$ cat src/rtl/bus_owner_ctrl.sv
module bus_owner_ctrl #(
  parameter int PULSE_CYCLES = 4
) (
  input  logic       clk,
  input  logic       rst_n,
  input  logic       cmd_valid,
  input  logic [1:0] cmd,
  input  logic       ack_n,
  output logic       proc_rst_n,
  output logic       busreq_n,
  output logic       bus_oe,
  output logic [1:0] own_state,
  output logic       busy
);
  localparam int CW = (PULSE_CYCLES > 1) ? $clog2(PULSE_CYCLES) : 1;
  localparam logic [1:0] C_RESET = 2'd0, C_REQ = 2'd1, C_REL = 2'd2, C_RESTART = 2'd3;
  localparam logic [1:0] S_RST = 2'd0, S_RST_ACQ = 2'd1, S_RUN = 2'd2, S_RUN_ACQ = 2'd3;

  typedef enum logic [1:0] {PH_IDLE, PH_ARM, PH_PULSE, PH_WAIT} phase_t;

  phase_t          ph;
  logic [1:0]      own, tgt;
  logic [CW-1:0]   cnt;
  logic [1:0]      ack_sync;
  logic            ack_s;

  assign ack_s = ack_sync[1];

  always_ff @(posedge clk or negedge rst_n) begin
    if (!rst_n) begin
      own      <= S_RST;
      tgt      <= S_RST;
      ph       <= PH_IDLE;
      cnt      <= '0;
      ack_sync <= 2'b11;
    end else begin
      ack_sync <= {ack_sync[0], ack_n};
      if (cmd_valid && cmd == C_RESET) begin
        own <= S_RST;
        ph  <= PH_IDLE;
      end else begin
        case (ph)
          PH_IDLE:
            if (cmd_valid) begin
              case (cmd)
                C_REQ:
                  if (own == S_RST) begin
                    ph  <= PH_ARM;
                    tgt <= S_RST_ACQ;
                  end else if (own == S_RUN) begin
                    ph  <= PH_WAIT;
                    tgt <= S_RUN_ACQ;
                  end
                C_REL:
                  if (own[0]) own <= {own[1], 1'b0};
                C_RESTART:
                  if (own == S_RST_ACQ) begin
                    ph  <= PH_PULSE;
                    tgt <= S_RUN_ACQ;
                    cnt <= CW'(PULSE_CYCLES - 1);
                  end
                default: ;
              endcase
            end
          PH_ARM:   ph <= PH_WAIT;
          PH_PULSE:
            if (cnt == '0) begin
              if (ack_s) ph <= PH_WAIT;
            end else begin
              cnt <= cnt - 1'b1;
            end
          PH_WAIT:
            if (!ack_s) begin
              own <= tgt;
              ph  <= PH_IDLE;
            end
          default: ph <= PH_IDLE;
        endcase
      end
    end
  end

  assign busy       = (ph != PH_IDLE);
  assign own_state  = own;
  assign proc_rst_n = (ph == PH_IDLE) ? (own != S_RST) : (ph == PH_WAIT);
  assign busreq_n   = (ph == PH_IDLE) ? !own[0] : 1'b0;
  assign bus_oe     = (ph == PH_IDLE) && own[0];

  assert_reset_cmd_R2: assert property (@(posedge clk) disable iff (!rst_n)
    cmd_valid && cmd == C_RESET |=> own_state == S_RST && !proc_rst_n && busreq_n && !bus_oe && !busy);

  assert_oe_after_ack_R7: assert property (@(posedge clk) disable iff (!rst_n)
    $rose(bus_oe) |-> !$past(ack_sync[1]));

  assert_oe_with_request_R7: assert property (@(posedge clk) disable iff (!rst_n)
    bus_oe |-> !busreq_n && proc_rst_n);

  assert_busy_ignores_R8: assert property (@(posedge clk) disable iff (!rst_n)
    busy && cmd_valid && cmd != C_RESET && ph != PH_WAIT |=> $stable(own_state));

  assert_bad_release_R8: assert property (@(posedge clk) disable iff (!rst_n)
    !busy && cmd_valid && cmd == C_REL && !own_state[0] |=> $stable(own_state) && !busy);

  assert_release_R5: assert property (@(posedge clk) disable iff (!rst_n)
    !busy && cmd_valid && cmd == C_REL && own_state == S_RUN_ACQ |=> own_state == S_RUN && proc_rst_n && busreq_n);
endmodule

$ cat config.mk
export PLATFORM = sky130hd
export DESIGN_NAME = bus_owner_ctrl
export DESIGN_NICKNAME = d
export VERILOG_FILES = /design/src/rtl/bus_owner_ctrl.sv
export SDC_FILE = /design/constraint.sdc
export NUM_CORES = 1
export LEC_CHECK = 0
export ABC_AREA = 1
export BUFFER_PORTS_ARGS = -buffer_cell sky130_fd_sc_hd__buf_4
export CORE_MARGIN = 3
export CORE_UTILIZATION = 31
export DETAILED_ROUTE_END_ITERATION = 7
export GPL_TIMING_DRIVEN = 0
export HOLD_SLACK_MARGIN = 0.03
export PLACE_DENSITY = 0.62
export SYNTH_ARGS = -nofsm -noshare
export SYNTH_HDL_FRONTEND = slang
export SYNTH_SLANG_ARGS = --single-unit
$ cat constraint.sdc
create_clock -name clk -period 1.5 [get_ports clk]
set_input_delay 0.225 -clock clk [delete_from_list [all_inputs] [get_ports clk]]
set_output_delay 0.225 -clock clk [all_outputs]
set_load 0.02 [all_outputs]
* Yosys cells after proc, flatten, opt, wreduce, memory -nomap -nowiden
Cells that the tools add are included.
Word-level totals: word-level logic and storage cells 73, register bits after elaboration 10
Cells by class: muxes and demuxes 23, reduce and logical (&&, ||, !) cells 18, add/subtract/negate cells 1, bitwise logic cells 1, equal/unequal tests 24
Operators by type and width (count):
- two-way mux 2 bit | 14
- one-hot mux 2 bit (2 select lines) | 4
- != test 3 bit (second input constant) | 5
- AND reduction 6 bit | 2
- == test 2 bit (second input constant) | 5
- != test 2 bit (second input constant) | 5
- nonzero test 2 bit | 5
- zero test 2 bit | 4
- one-hot mux 2 bit (4 select lines) | 1
- AND reduction 7 bit | 1
- == test 2 x 1 -> 1 bit (second input constant) | 3
- != test 5 bit (second input constant) | 1
- two-way mux 1 bit | 4
- != test 2 x 1 -> 1 bit (second input constant) | 2
- != test 4 x 2 -> 1 bit (second input constant) | 1
- != test 4 bit (second input constant) | 1
- AND reduction 4 bit | 1
- != test 3 x 2 -> 1 bit (second input constant) | 1
- AND reduction 3 bit | 1
- nonzero test 3 bit | 1
- logical AND 1 bit | 2
- subtractor 2 x 1 -> 2 bit (second input constant) | 1
- zero test 1 bit | 1
- NOT 1 bit | 1

* Logic depth before layout (Yosys ltp)
Gate-level depths: netlist of run 1.
depth in word-level cells 7, depth in mapped cells 11, depth with buffers taken out 11

* Worst setup path after synthesis of run 1
Ideal clock, no wire load.
path type flip-flop to output port, from register ph[0], to output port proc_rst_n, path buffers 0, cell stages (with the launch flop) 5, path slack -77 ps, arrival 1352 ps, path through dfrtp_1 -> inv_1 -> ha_1 -> inv_2 -> o21ai_0
Between the ends: longest elaborated chain between the ends 2, elaborated cells on any way between the ends 3
RTL lines:
- start, declared | line 21 | phase_t ph;
- start signal, assigned | line 33 | ph <= PH_IDLE;
- start signal, assigned | line 40 | ph <= PH_IDLE;
- start signal, assigned | line 48 | ph <= PH_ARM;
- == test 2 bit / zero test 2 bit (equally long branches) | line 85 | assign proc_rst_n = (ph == PH_IDLE) ? (own != S_RST) : (ph == PH_WAIT);
- two-way mux 1 bit (*) | line 85
- end, declared | line 9 | output logic proc_rst_n,
Every way passes the cells marked *; elsewhere a longest branch is shown, timed or not.

* Final worst setup path of run 1
from register ph[1], to output port proc_rst_n
Same word-level chain as after synthesis.

==> run_summary.xml, run 1 <==
<?xml version="1.0" encoding="UTF-8"?>
<metrics>
  <group name="grt">
    <metric name="maximum_number_of_pins_on_one_net_before_global_route_repair" unit="">11</metric>
    <metric name="groute.usage.overall" unit="%">13.7</metric>
    <metric name="grt_antenna_before_repair" unit="">0</metric>
    <metric name="grt_pass1_wl" unit="um">2780</metric>
    <metric name="global_route.overflow_total" unit="">0</metric>
    <metric name="first_global_vias" unit="">649</metric>
  </group>
  <group name="sta">
    <metric name="timing_hold_violations_final" unit="">0</metric>
    <metric name="skew" unit="ps">2.81</metric>
    <metric name="final-max-slew-violation-count" unit="">0</metric>
    <metric name="setup_repair_after_global_routing_missed_its_margin" unit="">yes</metric>
    <metric name="period_needed" unit="ps">1510</metric>
    <metric name="setup_slack" unit="ps">-11.0</metric>
    <metric name="max_slew_margin" unit="%">81.7</metric>
    <metric name="worst_slew_pin_tran" unit="ps">273</metric>
    <metric name="post-route-period-util" unit="%">101</metric>
    <metric name="timing.final.setup_violations" unit="">2</metric>
    <metric name="achievable-frequency" unit="MHz">662</metric>
  </group>
  <group name="pwr">
    <metric name="worst_ir_drop_vdd" unit="mV">1.17</metric>
    <metric name="p_leak" unit="nW">0.515</metric>
    <metric name="power_density" unit="nW/um^2">2130</metric>
    <metric name="total_power" unit="mW">2.16</metric>
  </group>
  <group name="floorplan">
    <metric name="placeableCoreArea" unit="um^2">2020</metric>
    <metric name="floorplan.initialDensity" unit="%">33.6</metric>
    <metric name="die_w" unit="um">52.8</metric>
    <metric name="die_height" unit="um">52.8</metric>
    <metric name="rows" unit="">16</metric>
    <metric name="ios" unit="">12</metric>
    <metric name="die_area" unit="um^2">2790</metric>
  </group>
  <group name="yosys">
    <metric name="synth_seq_area_share" unit="%">37.2</metric>
    <metric name="mappedNetlistNets" unit="">105</metric>
    <metric name="syn-cell-area" unit="um^2">679</metric>
    <metric name="netlist_instances" unit="">94</metric>
    <metric name="postSynthRegisterBits" unit="">10</metric>
    <metric name="mean_instance_size_in_the_synthesized_netlist" unit="um^2">7.23</metric>
    <metric name="post_synth_num_cell_types" unit="">19</metric>
    <metric name="synth.yosys.warnings" unit="">0</metric>
  </group>
  <group name="routing">
    <metric name="routed_wire_length_per_instance" unit="um">11.7</metric>
    <metric name="finalWirelength" unit="um">1720</metric>
    <metric name="antenna_left" unit="">0</metric>
    <metric name="post_drt_via_cell_ratio" unit="">4.77</metric>
    <metric name="dr.pass1.iters" unit="">4</metric>
    <metric name="detailedRoute.firstIterationViolations" unit="">20</metric>
    <metric name="drt_drc_violations_left" unit="">0</metric>
    <metric name="num_vias" unit="">701</metric>
  </group>
  <group name="outcome">
    <metric name="violations" unit="">setup timing</metric>
    <metric name="run_status" unit="">complete, but fails checks</metric>
  </group>
  <group name="clocking">
    <metric name="cts-root-to-sink-buffers" unit="">2</metric>
    <metric name="cts_tree" unit="">yes</metric>
    <metric name="total_cts_buffers" unit="">3</metric>
    <metric name="htreeDepth" unit="">1</metric>
    <metric name="clock-sinks" unit="">10</metric>
    <metric name="worst_setup_hold_path_clk_slew" unit="ps">70</metric>
    <metric name="cts_root_buf" unit="">clkbuf_4</metric>
    <metric name="source_to_sink_clock_delay_at_the_later_pin_of_the_worst_skew_pair" unit="ps">260</metric>
  </group>
  <group name="setup_path">
    <metric name="critical_path.reg2reg.endpoint" unit="">cnt[1]</metric>
    <metric name="reg2reg_slack" unit="ps">40</metric>
    <metric name="critical_path_arrival" unit="ps">1290</metric>
    <metric name="cp_data_required_time" unit="ps">1270</metric>
    <metric name="critical_path.startpoint_type" unit="">register</metric>
    <metric name="crit_path_end_kind" unit="">output port</metric>
    <metric name="worst_r2r_startpoint" unit="">ph[1]</metric>
    <metric name="critPathMaxFanout" unit="">6</metric>
    <metric name="cp-endpoint" unit="">proc_rst_n</metric>
    <metric name="reg2reg_depth" unit="">10</metric>
    <metric name="timing.critical_path.from" unit="">ph[1]</metric>
    <metric name="worstSetupPathType" unit="">reg2out</metric>
  </group>
  <group name="placed_design">
    <metric name="gp_congestion" unit="">0.852</metric>
    <metric name="hpwl" unit="um">1130</metric>
    <metric name="buffer_ports.inserted" unit="">11</metric>
    <metric name="post-place-ws" unit="ps">-36.6</metric>
  </group>
  <group name="layout">
    <metric name="leading_cell_type_in_the_layout_fill_and_taps_excluded" unit="">nand2_1</metric>
    <metric name="area_growth_syn_to_layout" unit="%">49.2</metric>
    <metric name="drive_gt1_share" unit="%">44.2</metric>
    <metric name="nets" unit="">132</metric>
    <metric name="fillCellCount" unit="">196</metric>
    <metric name="commonest_non_fill_non_tap_cells_in_the_layout" unit="">25 x nand2_1, 18 x buf_4, 8 x inv_1, 8 x nand3_1, 8 x dfrtp_1</metric>
    <metric name="insertedDiodeCount" unit="">0</metric>
  </group>
  <group name="flow_run">
    <metric name="timing.max_cap.violations" unit="">0</metric>
  </group>
  <group name="hold_path">
    <metric name="worstHoldPathCells" unit="">1</metric>
    <metric name="timing.hold.worst.class" unit="">in2reg</metric>
  </group>
</metrics>
## layout make-up
class	instances	area, um^2	share of cell area [%]
multi-input cells	69	450	44.4
clock buffers	4	36.3	3.58
repair buffers	22	179	17.7
flip-flops and latches	10	253	24.9
inverters	15	61.3	6.05
well taps	27	33.8	3.33
## power by group
group          leakage, nW  internal, mW  switching [mW]
sequential           0.118         0.362          0.0813
clock               0.0210         0.147          0.0987
combinational        0.376         0.663           0.803
## synthesized netlist by cell type, drive strengths merged
master  count  share of area [%]
nand2      32                 19
inv        14                7.7
nand3      10                8.1
nor2        9                5.7
dfrtp       8                 29
o21ai       8                5.9
ha          5                9.2
dfstp       2                7.7
a22oi       1                1.1
clkinv      1               0.55
nand3b      1                1.1
nand4       1               0.92
nor3        1                2.4
or2         1                1.3
## how the worst min path moves through the flow
stage | startpoint | end | slack [ps]
2_1_floorplan | rst_n | cnt[0] | -70
3_3_place_gp | rst_n | ph[1] | 60
3_5_place_dp | rst_n | ph[1] | 60
4_1_cts | ack_n | ack_sync[0] | 50
5_1_grt | ack_n | ack_sync[0] | 50
6_report | ack_n | ack_sync[0] | 60
## kinds of logic after synthesis
group | synth area share [%]
AND/OR/NAND/NOR | 38.3
buffers and inverters | 8.29
flip-flops | 37.2
AO/OA/AOI/OAI | 7.00
adder cells (fa/ha/maj) | 9.21
## per-stage QoR
stage / hold WS [ps] / instance area [um^2] / TNS (ps) / utilization, % / cells
5_1_grt: 47.5 / 1010 / -310 / 50.1 / 147
3_5_place_dp: 62.4 / 796 / -113 / 39.4 / 132
2_1_floorplan: -70.6 / 679 / 0 / - / 94
3_3_place_gp: 60.7 / 796 / -113 / 39.4 / 132
4_1_cts: 51.7 / 920 / 0 / 45.5 / 143
6_report: 63.1 / 1010 / -14.0 / 50.1 / 147
## state kept, by name, summed over array words and instances (netlist names)
| signal | cells |
|---|---|
| ack_sync | 2 |
| cnt | 2 |
| own_state | 2 |
| ph | 2 |
| tgt | 2 |
## critical path, cell delays in order, from the launching register on
cell and delay, ps:
dfrtp_1 420, inv_2 100, ha_4 180, inv_6 60, nand2_4 70, o21ai_4 50, buf_6 130
## layer usage
metal,part of all wire [%],GRT usage [%],vias to the layer above
li1,-,-,348
met1,42,15.3,334
met2,52,24.2,17
met3,6.2,3.42,2
met4,0.46,6.38,0
met5,0,0,-
## timing repair
action / CTS / global route
buffers inserted: 6 / 4
setup endpoints to repair: 8 / 8
cloned: 0 / 0
pin swaps: 2 / 5
hold endpoints to repair: 10 / 0
gates resized for setup: 10 / 16
hold buffers: 1 / 0
(Power assumes the default switching activity.)
==> run 2: changes to the inputs <==
--- a/config.mk
+++ b/config.mk
@@ -8,11 +8,11 @@
 export ABC_AREA = 1
 export BUFFER_PORTS_ARGS = -buffer_cell sky130_fd_sc_hd__buf_4
 export CORE_MARGIN = 3
-export CORE_UTILIZATION = 31
+export CORE_UTILIZATION = 45
 export DETAILED_ROUTE_END_ITERATION = 7
 export GPL_TIMING_DRIVEN = 0
 export HOLD_SLACK_MARGIN = 0.03
-export PLACE_DENSITY = 0.62
+export PLACE_DENSITY = 0.8
 export SYNTH_ARGS = -nofsm -noshare
 export SYNTH_HDL_FRONTEND = slang
 export SYNTH_SLANG_ARGS = --single-unit
==> run_summary.xml, run 2 (synthesis results as in run 1) <==
<?xml version="1.0" encoding="UTF-8"?>
<metrics>
  <group name="outcome">
    <metric name="run_status" unit="">complete, but fails checks</metric>
    <metric name="violations" unit="">setup timing</metric>
  </group>
  <group name="routing">
    <metric name="drt_drc_violations_left" unit="">0</metric>
    <metric name="num_vias" unit="">701</metric>
    <metric name="post_drt_via_cell_ratio" unit="">5.19</metric>
    <metric name="routed_wire_length_per_instance" unit="um">13.0</metric>
    <metric name="detailedRoute.firstIterationViolations" unit="">17</metric>
    <metric name="finalWirelength" unit="um">1750</metric>
    <metric name="dr.pass1.iters" unit="">4</metric>
    <metric name="antenna_left" unit="">0</metric>
  </group>
  <group name="setup_path">
    <metric name="crit_path_end_kind" unit="">register</metric>
    <metric name="critPathMaxFanout" unit="">3</metric>
    <metric name="worstSetupPathType" unit="">reg2reg</metric>
    <metric name="critical_path.startpoint_type" unit="">register</metric>
    <metric name="critical_path_arrival" unit="ps">1650</metric>
    <metric name="worst_r2r_startpoint" unit="">ph[0]</metric>
    <metric name="cp_data_required_time" unit="ps">1650</metric>
    <metric name="timing.critical_path.from" unit="">ph[0]</metric>
  </group>
  <group name="hold_path">
    <metric name="hp-start" unit="">ack_n</metric>
    <metric name="timing.hold.worst.class" unit="">in2reg</metric>
  </group>
  <group name="grt">
    <metric name="grt_antenna_before_repair" unit="">0</metric>
    <metric name="groute.usage.overall" unit="%">19.8</metric>
    <metric name="maximum_number_of_pins_on_one_net_before_global_route_repair" unit="">11</metric>
    <metric name="global_route.overflow_total" unit="">0</metric>
    <metric name="grt_pass1_wl" unit="um">2910</metric>
    <metric name="first_global_vias" unit="">703</metric>
  </group>
  <group name="sta">
    <metric name="setup_repair_after_global_routing_missed_its_margin" unit="">yes</metric>
    <metric name="max_slew_margin" unit="%">82.5</metric>
    <metric name="post-route-period-util" unit="%">100</metric>
    <metric name="setup_slack" unit="ps">-1.71</metric>
    <metric name="period_needed" unit="ps">1500</metric>
    <metric name="skew" unit="ps">7.63</metric>
    <metric name="worst_slew_pin_tran" unit="ps">263</metric>
    <metric name="timing.final.setup_violations" unit="">1</metric>
    <metric name="timing_hold_violations_final" unit="">0</metric>
    <metric name="achievable-frequency" unit="MHz">666</metric>
    <metric name="final-max-slew-violation-count" unit="">0</metric>
  </group>
  <group name="clocking">
    <metric name="worst_setup_hold_path_clk_slew" unit="ps">70</metric>
    <metric name="cts-root-to-sink-buffers" unit="">2</metric>
    <metric name="htreeDepth" unit="">1</metric>
    <metric name="total_cts_buffers" unit="">3</metric>
    <metric name="source_to_sink_clock_delay_at_the_later_pin_of_the_worst_skew_pair" unit="ps">260</metric>
    <metric name="cts_tree" unit="">yes</metric>
    <metric name="cts_root_buf" unit="">clkbuf_4</metric>
    <metric name="clock-sinks" unit="">10</metric>
  </group>
  <group name="layout">
    <metric name="fillCellCount" unit="">101</metric>
    <metric name="drive_gt1_share" unit="%">43.3</metric>
    <metric name="nets" unit="">132</metric>
    <metric name="insertedDiodeCount" unit="">0</metric>
    <metric name="final_core_utilization" unit="%">72.5</metric>
    <metric name="area_growth_syn_to_layout" unit="%">44.0</metric>
    <metric name="commonest_non_fill_non_tap_cells_in_the_layout" unit="">25 x nand2_1, 19 x buf_4, 8 x inv_1, 8 x nand3_1</metric>
    <metric name="leading_cell_type_in_the_layout_fill_and_taps_excluded" unit="">nand2_1</metric>
  </group>
  <group name="floorplan">
    <metric name="floorplan.initialDensity" unit="%">50.3</metric>
    <metric name="rows" unit="">13</metric>
    <metric name="placeableCoreArea" unit="um^2">1350</metric>
    <metric name="die_w" unit="um">44.9</metric>
    <metric name="ios" unit="">12</metric>
    <metric name="die_area" unit="um^2">2010</metric>
    <metric name="die_height" unit="um">44.9</metric>
  </group>
  <group name="pwr">
    <metric name="worst_ir_drop_vdd" unit="mV">1.27</metric>
    <metric name="power_density" unit="nW/um^2">2180</metric>
    <metric name="p_leak" unit="nW">0.514</metric>
  </group>
  <group name="placed_design">
    <metric name="hpwl" unit="um">1110</metric>
    <metric name="buffer_ports.inserted" unit="">11</metric>
    <metric name="post-place-ws" unit="ps">-22.4</metric>
    <metric name="gp_congestion" unit="">0.830</metric>
  </group>
  <group name="flow_run">
    <metric name="timing.max_cap.violations" unit="">0</metric>
  </group>
</metrics>
run 2: final timing paths:
check                              end  cells after the start  slack (ps)
setup reg to reg                 ph[0]                     12          -2
max in group asynchronous  ack_sync[0]                      2         970
setup / recovery                 ph[0]                     12          -2
min in group asynchronous       cnt[0]                      2         320
hold reg to reg            ack_sync[1]                      0         360
hold / removal             ack_sync[0]                      1          70
run 2: layout make-up:
type                            count  area (um^2)  area share [%]
Multi-Input combinational cell     69          433            44.2
Inverter                           15         61.3            6.27
Sequential cell                    10          254            26.0
Timing Repair Buffer               22          175            17.9
Tap cell                           15         18.8            1.92
Clock buffer                        4         36.3            3.71
run 2: per-layer routing:
| layer | GRT usage [%] | part of all wire (%) | routed length, um |
|---|---|---|---|
| met3 | 3.59 | 7.5 | 131 |
| met1 | 25.3 | 41 | 718 |
| met4 | 15.2 | 2.1 | 36 |
| met5 | 0 | 0 | 0 |
| met2 | 29.2 | 49 | 867 |
run 2: stage by stage:
step | hold WS (ps) | cells | area (um^2) | total power [mW] | TNS (ps)
global placement | 53.5 | 120 | 781 | 1.37 | -21.0
detailed placement | 57.2 | 120 | 781 | 1.41 | -78.2
CTS | 60.2 | 132 | 906 | 1.88 | 0
finish | 67.0 | 135 | 978 | 2.13 | -1.71
floorplan | -70.6 | 94 | 679 | 1.13 | 0
global route | 59.4 | 135 | 978 | 2.33 | -428
run 2: worst max-delay path: stages, from the launching register on:
cell	delay, ps
dfrtp_1	380
inv_2	80
ha_4	180
buf_4	140
buf_4	130
nand2_1	60
nand2_1	50
clkinv_1	40
nand2_1	60
nand2_2	90
nand2_2	70
nand2_1	60
nand2_1	50
run 2: timing repair:
item	4_1_cts	5_1_grt
hold buffers	1	0
gates resized for setup	8	15
pin swaps	1	8
setup endpoints to repair	8	8
hold endpoints to repair	10	0
setup buffers	7	3
run 2: power breakdown:
group / total, mW / switching (mW) / internal, mW / leakage (nW)
Combinational: 1.45 / 0.801 / 0.649 / 0.376
Clock: 0.234 / 0.0873 / 0.147 / 0.0210
Sequential: 0.449 / 0.0836 / 0.365 / 0.117
Total: 2.13 / 0.972 / 1.16 / 0.514
